[src/rtl/scan_tap_pkg.sv]
package scan_tap_pkg;

    localparam int IR_W         = 3;
    localparam int ID_W         = 32;
    localparam int CELLS_PER_IO = 3;
    localparam int CELL_IN      = 0;
    localparam int CELL_DO      = 1;
    localparam int CELL_OE      = 2;

    localparam logic [7:0] ID_FIXED_LOW = 8'h2F;

    typedef logic [IR_W-1:0] opcode_t;

    localparam opcode_t OP_EXTEST  = 3'b000;
    localparam opcode_t OP_SAMPLE  = 3'b001;
    localparam opcode_t OP_IDCODE  = 3'b010;
    localparam opcode_t OP_HIGHZ   = 3'b101;
    localparam opcode_t OP_CLAMP   = 3'b110;
    localparam opcode_t OP_BYPASS  = 3'b111;
    localparam opcode_t IR_CAPTURE = 3'b001;

    typedef enum logic [3:0] {
        S_RESET, S_IDLE,
        S_SEL_DR, S_CAP_DR, S_SH_DR, S_EX1_DR, S_PAUSE_DR, S_EX2_DR, S_UPD_DR,
        S_SEL_IR, S_CAP_IR, S_SH_IR, S_EX1_IR, S_PAUSE_IR, S_EX2_IR, S_UPD_IR
    } tap_state_t;

    typedef enum logic [1:0] {
        DR_BYPASS, DR_IDENT, DR_BOUNDARY
    } dr_sel_t;

    typedef struct packed {
        dr_sel_t sel;
        logic    drive_pins;
        logic    float_pins;
    } ir_decode_t;

    typedef struct packed {
        logic capture;
        logic shift;
        logic update;
    } scan_ctl_t;

    function automatic tap_state_t tap_next(input tap_state_t s, input logic tms);
        tap_state_t n;
        case (s)
            S_RESET:    n = tms ? S_RESET    : S_IDLE;
            S_IDLE:     n = tms ? S_SEL_DR   : S_IDLE;
            S_SEL_DR:   n = tms ? S_SEL_IR   : S_CAP_DR;
            S_CAP_DR:   n = tms ? S_EX1_DR   : S_SH_DR;
            S_SH_DR:    n = tms ? S_EX1_DR   : S_SH_DR;
            S_EX1_DR:   n = tms ? S_UPD_DR   : S_PAUSE_DR;
            S_PAUSE_DR: n = tms ? S_EX2_DR   : S_PAUSE_DR;
            S_EX2_DR:   n = tms ? S_UPD_DR   : S_SH_DR;
            S_UPD_DR:   n = tms ? S_SEL_DR   : S_IDLE;
            S_SEL_IR:   n = tms ? S_RESET    : S_CAP_IR;
            S_CAP_IR:   n = tms ? S_EX1_IR   : S_SH_IR;
            S_SH_IR:    n = tms ? S_EX1_IR   : S_SH_IR;
            S_EX1_IR:   n = tms ? S_UPD_IR   : S_PAUSE_IR;
            S_PAUSE_IR: n = tms ? S_EX2_IR   : S_PAUSE_IR;
            S_EX2_IR:   n = tms ? S_UPD_IR   : S_SH_IR;
            S_UPD_IR:   n = tms ? S_SEL_DR   : S_IDLE;
            default:    n = S_RESET;
        endcase
        return n;
    endfunction

    function automatic ir_decode_t ir_decode(input opcode_t op);
        ir_decode_t d;
        d.sel        = DR_BYPASS;
        d.drive_pins = 1'b0;
        d.float_pins = 1'b0;
        case (op)
            OP_EXTEST: begin
                d.sel        = DR_BOUNDARY;
                d.drive_pins = 1'b1;
            end
            OP_SAMPLE: d.sel        = DR_BOUNDARY;
            OP_IDCODE: d.sel        = DR_IDENT;
            OP_HIGHZ:  d.float_pins = 1'b1;
            OP_CLAMP:  d.drive_pins = 1'b1;
            default:   d.sel        = DR_BYPASS;
        endcase
        return d;
    endfunction

endpackage

[src/rtl/scan_tap_fsm.sv]
module scan_tap_fsm
    import scan_tap_pkg::*;
(
    input  logic       tck,
    input  logic       por,
    input  logic       tms,
    output tap_state_t state,
    output logic       in_tlr,
    output scan_ctl_t  ir_ctl,
    output scan_ctl_t  dr_ctl
);

    always_ff @(posedge tck) begin
        if (por) state <= S_RESET;
        else     state <= tap_next(state, tms);
    end

    assign in_tlr = (state == S_RESET);

    always_comb begin
        ir_ctl.capture = (state == S_CAP_IR);
        ir_ctl.shift   = (state == S_SH_IR);
        ir_ctl.update  = (state == S_UPD_IR);
        dr_ctl.capture = (state == S_CAP_DR);
        dr_ctl.shift   = (state == S_SH_DR);
        dr_ctl.update  = (state == S_UPD_DR);
    end

endmodule

[src/rtl/scan_tap_ir.sv]
module scan_tap_ir
    import scan_tap_pkg::*;
(
    input  logic      tck,
    input  logic      por,
    input  logic      tdi,
    input  logic      in_tlr,
    input  scan_ctl_t ctl,
    output opcode_t   ir_q,
    output logic      ir_so
);

    opcode_t ir_sh;

    always_ff @(posedge tck) begin
        if (por) begin
            ir_sh <= IR_CAPTURE;
            ir_q  <= OP_IDCODE;
        end else begin
            if (in_tlr)          ir_q <= OP_IDCODE;
            else if (ctl.update) ir_q <= ir_sh;

            if (ctl.capture)     ir_sh <= IR_CAPTURE;
            else if (ctl.shift)  ir_sh <= {tdi, ir_sh[IR_W-1:1]};
        end
    end

    assign ir_so = ir_sh[0];

endmodule

[src/rtl/scan_bsr.sv]
module scan_bsr
    import scan_tap_pkg::*;
#(
    parameter int NUM_IO = 4
) (
    input  logic                             tck,
    input  logic                             por,
    input  logic                             tdi,
    input  logic                             sel,
    input  scan_ctl_t                        ctl,
    input  logic [NUM_IO-1:0]                pad_in,
    input  logic [NUM_IO-1:0]                core_out,
    input  logic [NUM_IO-1:0]                core_oe,
    output logic [CELLS_PER_IO*NUM_IO-1:0]   upd_q,
    output logic                             so
);

    localparam int LEN = CELLS_PER_IO * NUM_IO;

    logic [LEN-1:0] cap_vec;
    logic [LEN-1:0] sh_q;

    for (genvar i = 0; i < NUM_IO; i++) begin : g_cell
        assign cap_vec[CELLS_PER_IO*i + CELL_IN] = pad_in[i];
        assign cap_vec[CELLS_PER_IO*i + CELL_DO] = core_out[i];
        assign cap_vec[CELLS_PER_IO*i + CELL_OE] = core_oe[i];
    end

    always_ff @(posedge tck) begin
        if (por) begin
            sh_q  <= '0;
            upd_q <= '0;
        end else if (sel) begin
            if (ctl.capture)    sh_q <= cap_vec;
            else if (ctl.shift) sh_q <= {tdi, sh_q[LEN-1:1]};
            if (ctl.update)     upd_q <= sh_q;
        end
    end

    assign so = sh_q[0];

endmodule

[src/rtl/scan_tap_port.sv]
module scan_tap_port
    import scan_tap_pkg::*;
#(
    parameter int         NUM_IO  = 4,
    parameter logic [3:0] ID_VER  = 4'h1,
    parameter logic [15:0] ID_PART = 16'hA5C3,
    parameter logic [3:0] ID_NUM  = 4'h3
) (
    input  logic              tck,
    input  logic              por,
    input  logic              tms,
    input  logic              tdi,
    output logic              tdo,
    output logic              tdo_oe,
    input  logic [NUM_IO-1:0] core_out,
    input  logic [NUM_IO-1:0] core_oe,
    input  logic [NUM_IO-1:0] pad_in,
    output logic [NUM_IO-1:0] pad_out,
    output logic [NUM_IO-1:0] pad_oe,
    output logic [NUM_IO-1:0] core_in
);

    localparam int             BSR_LEN  = CELLS_PER_IO * NUM_IO;
    localparam logic [ID_W-1:0] ID_VALUE = {ID_VER, ID_PART, ID_NUM, ID_FIXED_LOW};

    tap_state_t           state;
    logic                 in_tlr;
    scan_ctl_t            ir_ctl;
    scan_ctl_t            dr_ctl;
    opcode_t              ir_q;
    logic                 ir_so;
    ir_decode_t           dec;
    logic [BSR_LEN-1:0]   bsr_upd;
    logic                 bsr_so;
    logic                 byp_q;
    logic [ID_W-1:0]      id_sh;
    logic                 dr_so;
    logic                 extest;
    logic                 tdo_q;
    logic                 tdo_en;

    scan_tap_fsm u_fsm (
        .tck    (tck),
        .por    (por),
        .tms    (tms),
        .state  (state),
        .in_tlr (in_tlr),
        .ir_ctl (ir_ctl),
        .dr_ctl (dr_ctl)
    );

    scan_tap_ir u_ir (
        .tck    (tck),
        .por    (por),
        .tdi    (tdi),
        .in_tlr (in_tlr),
        .ctl    (ir_ctl),
        .ir_q   (ir_q),
        .ir_so  (ir_so)
    );

    assign dec    = ir_decode(ir_q);
    assign extest = (ir_q == OP_EXTEST);

    scan_bsr #(.NUM_IO(NUM_IO)) u_bsr (
        .tck      (tck),
        .por      (por),
        .tdi      (tdi),
        .sel      (dec.sel == DR_BOUNDARY),
        .ctl      (dr_ctl),
        .pad_in   (pad_in),
        .core_out (core_out),
        .core_oe  (core_oe),
        .upd_q    (bsr_upd),
        .so       (bsr_so)
    );

    // One-bit bypass stage and identification shifter
    always_ff @(posedge tck) begin
        if (por) begin
            byp_q <= 1'b0;
            id_sh <= ID_VALUE;
        end else begin
            if (dec.sel == DR_BYPASS) begin
                if (dr_ctl.capture)    byp_q <= 1'b0;
                else if (dr_ctl.shift) byp_q <= tdi;
            end
            if (dec.sel == DR_IDENT) begin
                if (dr_ctl.capture)    id_sh <= ID_VALUE;
                else if (dr_ctl.shift) id_sh <= {tdi, id_sh[ID_W-1:1]};
            end
        end
    end

    always_comb begin
        case (dec.sel)
            DR_IDENT:    dr_so = id_sh[0];
            DR_BOUNDARY: dr_so = bsr_so;
            default:     dr_so = byp_q;
        endcase
    end

    // Serial output launched on the falling edge
    always_ff @(negedge tck) begin
        if (por) begin
            tdo_q  <= 1'b0;
            tdo_en <= 1'b0;
        end else begin
            tdo_en <= ir_ctl.shift | dr_ctl.shift;
            tdo_q  <= ir_ctl.shift ? ir_so : (dr_ctl.shift ? dr_so : 1'b0);
        end
    end

    assign tdo    = tdo_q;
    assign tdo_oe = tdo_en;

    for (genvar i = 0; i < NUM_IO; i++) begin : g_pin
        assign pad_out[i] = dec.drive_pins ? bsr_upd[CELLS_PER_IO*i + CELL_DO] : core_out[i];
        assign pad_oe[i]  = dec.float_pins ? 1'b0 :
                            (dec.drive_pins ? bsr_upd[CELLS_PER_IO*i + CELL_OE] : core_oe[i]);
        assign core_in[i] = extest ? bsr_upd[CELLS_PER_IO*i + CELL_IN] : pad_in[i];
    end

endmodule

[config.mk]
export PLATFORM = sky130hd
export DESIGN_NAME = scan_tap_port
export DESIGN_NICKNAME = d
export VERILOG_FILES = /design/src/rtl/scan_tap_pkg.sv /design/src/rtl/scan_tap_fsm.sv /design/src/rtl/scan_tap_ir.sv /design/src/rtl/scan_bsr.sv /design/src/rtl/scan_tap_port.sv
export SDC_FILE = /design/constraint.sdc
export NUM_CORES = 1
export LEC_CHECK = 0
export BUFFER_PORTS_ARGS = -buffer_cell sky130_fd_sc_hd__buf_2
export CELL_PAD_IN_SITES_DETAIL_PLACEMENT = 0
export CELL_PAD_IN_SITES_GLOBAL_PLACEMENT = 2
export CORE_MARGIN = 2
export CORE_UTILIZATION = 33
export DETAILED_ROUTE_END_ITERATION = 10
export GPL_TIMING_DRIVEN = 0
export PLACE_DENSITY_LB_ADDON = 0.1
export SLEW_MARGIN = 30
export SYNTH_ARGS = -nofsm -noshare
export SYNTH_HDL_FRONTEND = slang
export SYNTH_SLANG_ARGS = --single-unit
[constraint.sdc]
create_clock -name tck -period 1.9 [get_ports tck]
set_input_delay 0.095 -clock tck [delete_from_list [all_inputs] [get_ports tck]]
set_output_delay 0.095 -clock tck [all_outputs]
set_load 0.05 [all_outputs]
==> metrics.txt, run 1 <==
status finished, violations left; violated checks negative setup slack; Placeable Area 10200 sq um; Clk pin slew, worst setup/hold paths 80 ps; input/output buffers 28; DR WL/cell around 16 microns; Avg Inst Size Synth 8.90 sq um; CTS buffer count 9; DRT Pass-1 Iters 4; Die W 106 microns; Yosys reg bits just under 70; gr ovfl total 0; clock root buffer clkbuf_8; initial core utilization 0.338; Syn Std Cell Area ~3500 sq um; FILL cells 1040; Worst VDD drop 0.441 mV; WL final 9170 microns; CTS tree done; dpl hpwl 6450 microns; Power Dens Cells 729 nW/um^2; synth unique cells 44; most frequent cells in the layout 65 x dfxtp_1, 42 x mux2i_1, 35 x nor2_1; Routability Congestion 0.798; initial antenna violation count 0; H-Tree Depth 3; Critical Path Source Type flop; ant diodes 0; die area 11300 sq um; Hold Path Origin pad_in[1]; leakage dissipation 1.50 nW; register area share after synthesis 0.400; largest net degree at the start of global routing 14; number of global-route vias before repair 2845; worst hold-check path type in2reg; Setup Viol. Count Final 13; Worst slew margin 0.624; Tot Pwr 3.12 mW; R2R Path Start u_ir.ir_q[2]; CTS max path bufs 2; critical path class reg2reg; EDFF count, synth 0; worst hold slack slightly above 50 ps; Worst Tran Pin Value 565 ps; first-pass GRT wire length 15100 microns; share of the synthesized area in the top cell type 0.400; Req. time, crit path approximately 1300 ps; largest fanout on the critical path 3; antenna violation net count after detailed routing 0; Synth area leader dfxtp_1; RSZ-0062 raised after global routing yes; CP endpoint kind flop; row count 37; worst setup margin -629 ps; synthesis-to-layout area growth 24.0%; Synth Flop Type dfxtp_1; hold buffer count at cts 0; Reg area 1390 sq um; Initial DRC Count approximately 70; # IOs 30; CP arrival ~1900 ps; Post-synth ARST share 0; # DRC 0; Layout Nets 456; Vert. Die Dim 106 microns; Setup Skew around 50 ps; Syn Nets 407; Clk Latency, worst-skew pair 390 ps; commonest non-fill, non-tap cell in the layout dfxtp_1; Final Hold Fails 0; Max-Cap Viols 0; Area contributors post-synth dfxtp_1 40%, mux2i_1 12%, mux2_2 4.2%; max-slew violations 0; Vias between 2k and 3k; Layout Utilization 0.419; Multi-input gate area 1920 sq um; vias per cell 5.02; Worst setup startpoint u_ir.ir_q[2]; Mapped Cells 388; fraction of layout cells with a size suffix above 1 0.238; clk sinks 69; Total Routing Usage GR 0.171; yosys warns 0
-- where the power goes --
group          switching [mW]  internal, mW
clock                   0.623         0.696
sequential             0.0124          1.46
combinational           0.197         0.132
-- worst max-delay path, cell delays in order (launching register included) --
cell	delay, ps
dfxtp_4	360
or3b_4	420
ha_4	240
nor2b_4	120
o32a_1	330
nor2_1	90
-- sequential cells by signal (all words and copies together) (netlist names) --
signal,count
u_ir.ir_sh,3
u_bsr.upd_q,12
id_sh,32
u_fsm.state,4
byp_q,1
tdo,1
u_ir.ir_q,3
u_bsr.sh_q,12
tdo_oe,1
-- final timing paths --
kind | endpoint | slack [ps] | cells past startpoint
setup / recovery | tdo | -630 | 5
hold / removal | u_bsr.sh_q[3] | 50 | 3
setup reg to reg | tdo | -630 | 5
hold reg to reg | id_sh[21] | 480 | 2
-- metal layers --
metal / routed length, microns / part of all wire / vias to the layer above / GRT usage
li1: - / - / 1467 / -
met3: 378 / 0.041 / 10 / 0.0429
met4: 125 / 0.014 / 0 / 0.0545
met1: 4640 / 0.51 / 1372 / 0.238
met2: 4030 / 0.44 / 51 / 0.260
met5: 0 / 0 / - / 0
-- synthesized netlist by cell type (6+ instances only) --
cell type  count
mux2i_1       42
nand3b_1      11
o21ai_0       17
nand3_1       16
nor2b_1       11
o32ai_1       12
nand2_1        8
buf_2          9
inv_1         20
dfxtp_1       69
clkbuf_1      19
a211oi_1       6
a21oi_1       18
nand2b_1      19
nor2_1        38
mux2_2        13
nor3_1        21
-- cell type report --
cell class	count	area share
plain buffers	32	0.0438
clock buffers	10	0.0348
multi-input cells	265	0.449
flip-flops and latches	69	0.325
clock inverters	8	0.0169
well taps	136	0.0397
inverters	19	0.0166
repair buffers	39	0.0748
-- logic make-up after synthesis --
| kind of cell | share of synthesized area |
|---|---|
| compound gates | 0.124 |
| xor+xnor | 0.00507 |
| fa+ha+maj | 0.0109 |
| buf+inv | 0.0706 |
| flops | 0.400 |
| mux | 0.164 |
| simple gates | 0.225 |
-- stage by stage --
step | worst slack, ps | instances | setup TNS, ps | instance area (sq um)
after CTS | -768 | 576 | -3350 | 4210
after global routing | -706 | 578 | -2790 | 4280
after detailed placement | -823 | 552 | -3590 | 3790
after floorplan | -668 | 388 | -1630 | 3480
after global placement | -828 | 552 | -3270 | 3790
final | -629 | 578 | -1240 | 4280
-- repair_timing --
item	4_1_cts	5_1_grt
hold endpoints to repair	0	0
pin swaps	3	5
gates resized for setup	22	19
setup buffers	5	4
endpoints found under the setup margin	45	55
cloned	2	0
No activity file was read; power rests on OpenSTA's default activity.
==> inputs of run 2 (changes only) <==
- CELL_PAD_IN_SITES_DETAIL_PLACEMENT: 0 -> unset
- CELL_PAD_IN_SITES_GLOBAL_PLACEMENT: 2 -> unset
- CORE_UTILIZATION: 33 -> 52
- PLACE_DENSITY: unset -> 0.74
- PLACE_DENSITY_LB_ADDON: 0.1 -> unset
==> run 2 against run 1 <==
The run still ends with negative setup slack left; largest power group unchanged; final area fell by 0.99%; highest routed layer unchanged; global-route usage rose by 7.7 points; flip-flop and latch count did not move; first-iteration DRC count rose to 2.5 times the previous value; die area fell by 35%; critical path depth did not move; setup slack got worse by 15 ps; clock-buffer cell count rose by 1; wire length fell by 5.3%; clock power fell by 6%.
==> metrics.txt, run 2 (synthesis results as in run 1) <==
CTS tree done; GRT met2 Usage 0.409 (+0.149); DRT Pass-1 Iters 5 (+1); row count 29 (-22%); RSZ-0062 raised after global routing yes; Power Dens Cells 717 nW/um^2 (-1.6%); M1 GR Usage 0.328 (+0.0896); fraction of layout cells with a size suffix above 1 0.250 (+0.0124); Initial DRC Count 181 (+150%); gr busiest metal met2; largest net degree at the start of global routing 13 (-1); Layout Utilization 0.664 (+0.245); Critical Path Source Type flop; Worst Tran Pin Value 567 ps (+1.91 ps); Worst slew margin 0.622 (-0.00127); CP endpoint kind flop; Worst VDD drop 0.666 mV (+51%); first-pass GRT wire length 14300 microns (-5.2%); Inst Count DP 493 (-11%); die area 7310 sq um (-35%); DR WL/cell 16.5 microns (+4.3%); Vias 3039 (+4.8%); violated checks negative setup slack; worst setup margin -644 ps (-14.7 ps); largest registers id_sh x32, u_bsr.sh_q x12, u_bsr.upd_q x12; Setup Viol. Count Final 25 (+12); # DRC 0 (unchanged); Vert. Die Dim 85.5 microns (-20%); status finished, violations left; pre-CTS setup slack -839 ps (-16.0 ps); critical path class reg2reg; Clk pin slew, worst setup/hold paths 80 ps (about the same); Final Hold Fails 0 (unchanged); Req. time, crit path 1260 ps (about the same); WL final 8690 microns (-5.3%); CP arrival 1900 ps (about the same); antenna violation net count after detailed routing 0 (unchanged); most frequent cells in the layout 65 x dfxtp_1, 42 x mux2i_1, 35 x nor2_1; Tot Pwr 3.04 mW (-2.6%); Setup Skew 44.8 ps (-5.09 ps); clk sinks 69 (unchanged); initial antenna violation count 0 (unchanged); Post-Layout Inst Area 4240 sq um (-0.99%); CTS buffer count 9 (unchanged); gr ovfl total 0 (unchanged); worst hold-check path type in2reg; Post-DP Area 3720 sq um (-1.9%); Placeable Area 6390 sq um (-38%); Clk Latency, worst-skew pair 380 ps (about the same); Layout Nets 462 (+1.3%); input/output buffers 28 (unchanged); routing usage on met3 0.0549 (+0.0119); leakage dissipation 1.52 nW (+1.6%); CTS max path bufs 2 (unchanged); Die W 85.5 microns (-20%); max reg flops 32 (unchanged); synthesis-to-layout area growth 22.8%; initial core utilization 0.541 (+0.203); Total Routing Usage GR 0.248 (+0.0766); max-slew violations 0 (unchanged); dpl hpwl 5710 microns (-11%); H-Tree Depth 3 (unchanged); FILL cells 529 (-49%); Layout Cells excl Fill 525 (-9.2%); Top reg by flops id_sh; # IOs 30 (unchanged); number of global-route vias before repair 2930 (+3.0%); hold buffer count at cts 0 (unchanged); ant diodes 0 (unchanged); largest fanout on the critical path 4 (+1); Routability Congestion 0.864 (+8.3%); vias per cell 5.79 (+15%); Max-Cap Viols 0 (unchanged); commonest non-fill, non-tap cell in the layout dfxtp_1; clock root buffer clkbuf_8
run 2: cell count changes in the layout (fill, tap and decap cells not counted), sizes merged:
cell    change
bufbuf      -2
buf        +10
clkbuf      -1
clkinv      +1
inv         -2
run 2: stage by stage:
step	TNS (ps)	hold slack (ps)
2_1_floorplan	-1630	247
3_3_place_gp	-1940	379
3_5_place_dp	-2920	389
4_1_cts	-4790	18.0
5_1_grt	-5280	27.8
6_report	-2320	31.6
run 2: worst max-delay path, stage by stage, from the launching register on:
cell and delay, ps:
dfxtp_4 360, or3b_4 420, ha_4 230, nor2b_4 120, o32a_1 340, nor2_1 90
run 2: metal layers:
| metal | share of wire | vias to the layer above |
|---|---|---|
| met2 | 0.48 | 93 |
| met4 | 0.0094 | 0 |
| met3 | 0.059 | 11 |
| met5 | 0 | - |
| met1 | 0.45 | 1458 |
| li1 | - | 1477 |
run 2: final cells by class:
type,count,area (sq um),area share
timing repair buffer,45,364,0.0858
sequential,69,1390,0.328
multi-input combinational,265,1920,0.453
inverter,19,71.3,0.0168
tap,77,96.3,0.0227
clock inverter,7,67.6,0.0159
buffer,32,188,0.0442
clock buffer,11,141,0.0333
run 2: worst paths after layout:
| path | startpoint | endpoint | slack (ps) | cells past startpoint |
|---|---|---|---|---|
| setup / recovery | u_ir.ir_q[2] | tdo | -640 | 5 |
| setup reg to reg | u_ir.ir_q[2] | tdo | -640 | 5 |
| hold / removal | pad_in[2] | u_bsr.sh_q[6] | 30 | 3 |
| hold reg to reg | u_ir.ir_sh[1] | u_ir.ir_sh[1] | 480 | 2 |
run 2: power breakdown:
group          switching [mW]  internal, mW  leakage (nW)
registers              0.0123          1.46         0.559
logic                   0.198         0.134         0.853
clock network           0.585         0.650         0.110
run 2: timing repair:
| action | 4_1_cts | 5_1_grt |
|---|---|---|
| pin swaps | 3 | 3 |
| gates cloned | 2 | 0 |
| buffers inserted | 11 | 4 |
| resized for setup | 33 | 14 |
| setup endpoints to repair | 38 | 53 |
